## src/rtl/shbus_arb.sv

```systemverilog
module shbus_arb #(
  parameter bit GRANT_PHASE = 1'b1
) (
  input  logic clk,
  input  logic rst,
  input  logic cpu_as_n,
  input  logic sel_shared,
  input  logic dma_req_n,
  input  logic cc_phase,
  output logic ack_n,
  output logic drv_en
);

  typedef enum logic [1:0] {S_IDLE, S_WAIT, S_GRANT, S_LOCAL} st_t;
  st_t st;

  logic grant_ok;
  assign grant_ok = dma_req_n && (cc_phase == GRANT_PHASE);

  always_ff @(posedge clk) begin
    if (rst) st <= S_IDLE;
    else begin
      case (st)
        S_IDLE:
          if (!cpu_as_n) begin
            if (!sel_shared) st <= S_LOCAL;
            else if (grant_ok) st <= S_GRANT;
            else st <= S_WAIT;
          end
        S_WAIT:
          if (cpu_as_n) st <= S_IDLE;
          else if (grant_ok) st <= S_GRANT;
        default:
          if (cpu_as_n) st <= S_IDLE;
      endcase
    end
  end

  assign ack_n  = !(st == S_GRANT || st == S_LOCAL);
  assign drv_en = (st == S_GRANT);

  a_r1_reset_idle: assert property (@(posedge clk)
    rst |=> (ack_n && !drv_en));

  a_r3_no_grant_under_dma: assert property (@(posedge clk) disable iff (rst)
    $rose(drv_en) |-> $past(dma_req_n));

  a_r4_grant_phase: assert property (@(posedge clk) disable iff (rst)
    $rose(drv_en) |-> ($past(cc_phase) == GRANT_PHASE));

  a_r5_local_fast: assert property (@(posedge clk) disable iff (rst)
    ($fell(cpu_as_n) && !sel_shared) |=> (!ack_n && !drv_en));

  a_r6_release: assert property (@(posedge clk) disable iff (rst)
    $rose(cpu_as_n) |=> (ack_n && !drv_en));

  a_r7_drv_needs_strobe: assert property (@(posedge clk) disable iff (rst)
    drv_en |-> $past(!cpu_as_n && sel_shared));

endmodule

```

## config.mk

```make
export PLATFORM = sky130hd
export DESIGN_NAME = shbus_arb
export DESIGN_NICKNAME = d
export VERILOG_FILES = /design/src/rtl/shbus_arb.sv
export SDC_FILE = /design/constraint.sdc
export NUM_CORES = 1
export LEC_CHECK = 0
export BUFFER_PORTS_ARGS = -buffer_cell sky130_fd_sc_hd__buf_2
export CORE_AREA = 2 2 39 41
export CTS_CLUSTER_SIZE = 28
export DETAILED_ROUTE_END_ITERATION = 16
export DIE_AREA = 0 0 41 43
export GPL_TIMING_DRIVEN = 0
export SLEW_MARGIN = 20
export SYNTH_ARGS = -nofsm -noshare
export SYNTH_HDL_FRONTEND = slang
export SYNTH_SLANG_ARGS = --single-unit
```

## constraint.sdc

```tcl
create_clock -name clk -period 1.2 [get_ports clk]
set_clock_uncertainty 0.2 [all_clocks]
set_input_delay 0 -clock clk [delete_from_list [all_inputs] [get_ports clk]]
set_output_delay 0 -clock clk [all_outputs]
set_load 0.005 [all_outputs]
```

==> summary.md <==
| Metric | Value |
|---|---|
| Setup TNS | `0 ns` |
| Part of the power in registers | `0.278` |
| Sw Share | `0.205` |
| Worst EP required | `around 1.1 ns` |
| Lkg Pwr | `~0.000091 uW` |
| Area Overhead vs Synth | `134%` |
| WL per Instance | `7.37 um` |
| Initial core utilization | `0.0687` |
| Slew at the pin closest to its max-slew limit | `~0.22 ns` |
| Status | `finished, violations left` |
| Drc violations | `0` |
| WHS | `-0.0680 ns` |
| Hold Crit Class | `primary input to flip-flop` |
| Final setup viols | `0` |
| Full die area | `1760 sq um` |
| Total global-route track usage | `0.0411` |
| Die X | `41 um` |
| Post-synth EDFFs | `0` |
| RSZ-0062 raised after global routing | `false` |
| CTS tree | `yes` |
| Die Y | `43 um` |
| Initial antenna violation count | `0` |
| Final Cycle Share | `0.974` |
| Reg2reg end | `st[0]` |
| CP arrival | `1.09 ns` |
| Fillers | `159` |
| Row count | `14` |
| Postcts setup bufs | `0` |
| HPWL Detailed | `188 um` |
| Hold_buf cts | `4` |
| Final hold violations | `2` |
| Dpl ws | `0.0486 ns` |
| DR iter-0 viols | `1` |
| Post-DRT Antenna Nets | `0` |
| Clock latency on the worst-skew pair | `around 0.22 ns` |
| Kind of critical path | `primary input to flip-flop` |
| CP startpoint kind | `primary input` |
| Relative slew slack | `0.856` |
| Unique cell type count in the Yosys netlist | `8` |
| Nets | `30` |
| Asr flop ratio synth | `0` |
| CTS sink count | `2` |
| Crit-path max FO | `2` |
| Vias/cell | `2.97` |
| Crit. End Element | `flip-flop` |
| Pin count of the biggest net entering global routing | `4` |
| Cell Pwr Density | `around 1200 nW/um^2` |
| RePlAce Congestion | `0.534` |
| Top Registers | `st: 2 flops` |
| Tmin final | `1.17 ns` |
| #FFs+latches synth | `2` |
| Yosys top cell by area | `dfxtp_1` |
| Drt pass-1 iters | `2` |
| # port buffers | `7` |
| R2R depth | `2` |
| Top reg by flops | `st` |
| Synth Area per Inst | `10.6 sq um` |
| H-Tree Depth | `1` |
| Worst hold stages | `3` |
| P_int | `210 uW` |
| Pins Over Slew Limit | `0` |
| Bufs on Longest Clock Path | `2` |
| Max Clk Rate | `856 MHz` |
| Vias in the first global route | `118` |
| Layout cell share with drive strength beyond 1 | `0.591` |
| Register area share after synthesis | `0.421` |
| Root Buffer | `clkbuf_4` |
| Post-Syn Area | `about 95 sq um` |
| Syn_nets | `15` |
| Most used flip-flop cell after synthesis | `dfxtp_1` |
| Max IR drop VDD | `0.300 mV` |
| Largest cells by area after synthesis | `dfxtp_1, a2111oi_2, o21ba_2, and2b_2, a211oi_1` |
| Clock network power share | `0.549` |
| Most frequent cell after synthesis | `dfxtp_1` |
| Grt ovf | `0` |
| Placeable core region | `1380 sq um` |
| Violated checks | `hold timing` |
| CTS Buf Count | `3` |
| First-pass GRT wire length | `407 um` |
| Largest register FFs | `2` |
| Syn Inst Count | `9` |
| Max Cap Violations | `0` |
| Logic pwr share | `0.173` |
| Share of the synthesized area in the top cell type | `0.421` |
| R2R Setup Slk | `0.11 ns` |
| Diodes inserted | `0` |
| Hold path start | `sel_shared` |
| Top Ports | `8` |
| Yosys warns | `0` |
| Hold EP | `st[0]` |
| Wirelength, routed | `280 um` |
| Worst setup margin | `0.0313 ns` |
| Reg-to-Reg Start | `st[0]` |
| Net Sw Power | `54.1 uW` |
| Clock slew at reported path FFs | `0.03 ns` |
| Via count | `approximately 110` |
## area by class of cell
type	instances	area [sq um]	share of cell area
Sequential cell	2	40.0	0.180
Clock buffer	3	22.5	0.101
Tap cell	16	20.0	0.0899
Inverter	1	3.75	0.0169
Timing Repair Buffer	10	70.1	0.315
Multi-Input combinational cell	6	66.3	0.298
## stage by stage
stage,instances,hold slack (ns),util,total power (uW),cell area (sq um)
finish,38,-0.0680,0.161,264,223
global route,38,-0.0718,0.161,286,223
CTS,39,-0.105,0.154,270,213
detailed placement,32,-0.00339,0.108,104,150
global placement,32,-0.00777,0.108,103,150
floorplan,9,-0.127,-,88.4,95.1
## routing by layer
layer | track usage | vias to the layer above | part of all wire
li1 | - | 58 | -
met1 | 0.0447 | 47 | 0.44
met2 | 0.0344 | 8 | 0.41
met3 | 0.0209 | 0 | 0.14
met4 | 0.0800 | 0 | 0
met5 | 0 | - | 0
## placed cells by master (no fill, tap or decap)
cell	n
inv_1	1
clkbuf_4	3
and2_4	1
and2b_2	1
a2111oi_4	1
dfxtp_1	2
dlygate4sd3_1	4
o21ba_2	1
a211oi_1	1
nand2_1	1
buf_2	6
## power groups by stage
stage | registers (uW) | logic (uW) | clock network, uW
global placement | 73.8 | 29.3 | 0
detailed placement | 74.2 | 29.7 | 0
global route | 74.0 | 49.1 | 163
CTS | 73.3 | 39.5 | 157
floorplan | 73.5 | 14.9 | 0
finish | 73.4 | 45.5 | 145
## what timing repair did
action | CTS | global route
endpoints found under the hold margin | 2 | 2
gates resized for setup | 0 | 2
endpoints found under the setup margin | 0 | 1
## cell families after synthesis
logic type / count (synthesis) / share of synthesized area
AO/OA/AOI/OAI: 3 / 0.342
buffers and inverters: 1 / 0.0394
flip-flops: 2 / 0.421
AND/OR/NAND/NOR: 3 / 0.197
## critical path: stages
cell           delay [ns]
dlygate4sd3_1        0.52
buf_2                0.12
and2_4               0.13
a2111oi_4            0.31
## worst max path at each step
stage | startpoint | endpoint | slack, ns | cells past startpoint
CTS | st[0] | st[0] | 0.05 | 2
finish | cc_phase | st[0] | 0.03 | 4
global placement | st[0] | st[0] | 0.05 | 2
global route | cc_phase | st[0] | 0.01 | 4
floorplan | st[0] | st[0] | 0.09 | 2
detailed placement | st[0] | st[0] | 0.05 | 2
No activity file was read; power rests on OpenSTA's default activity.
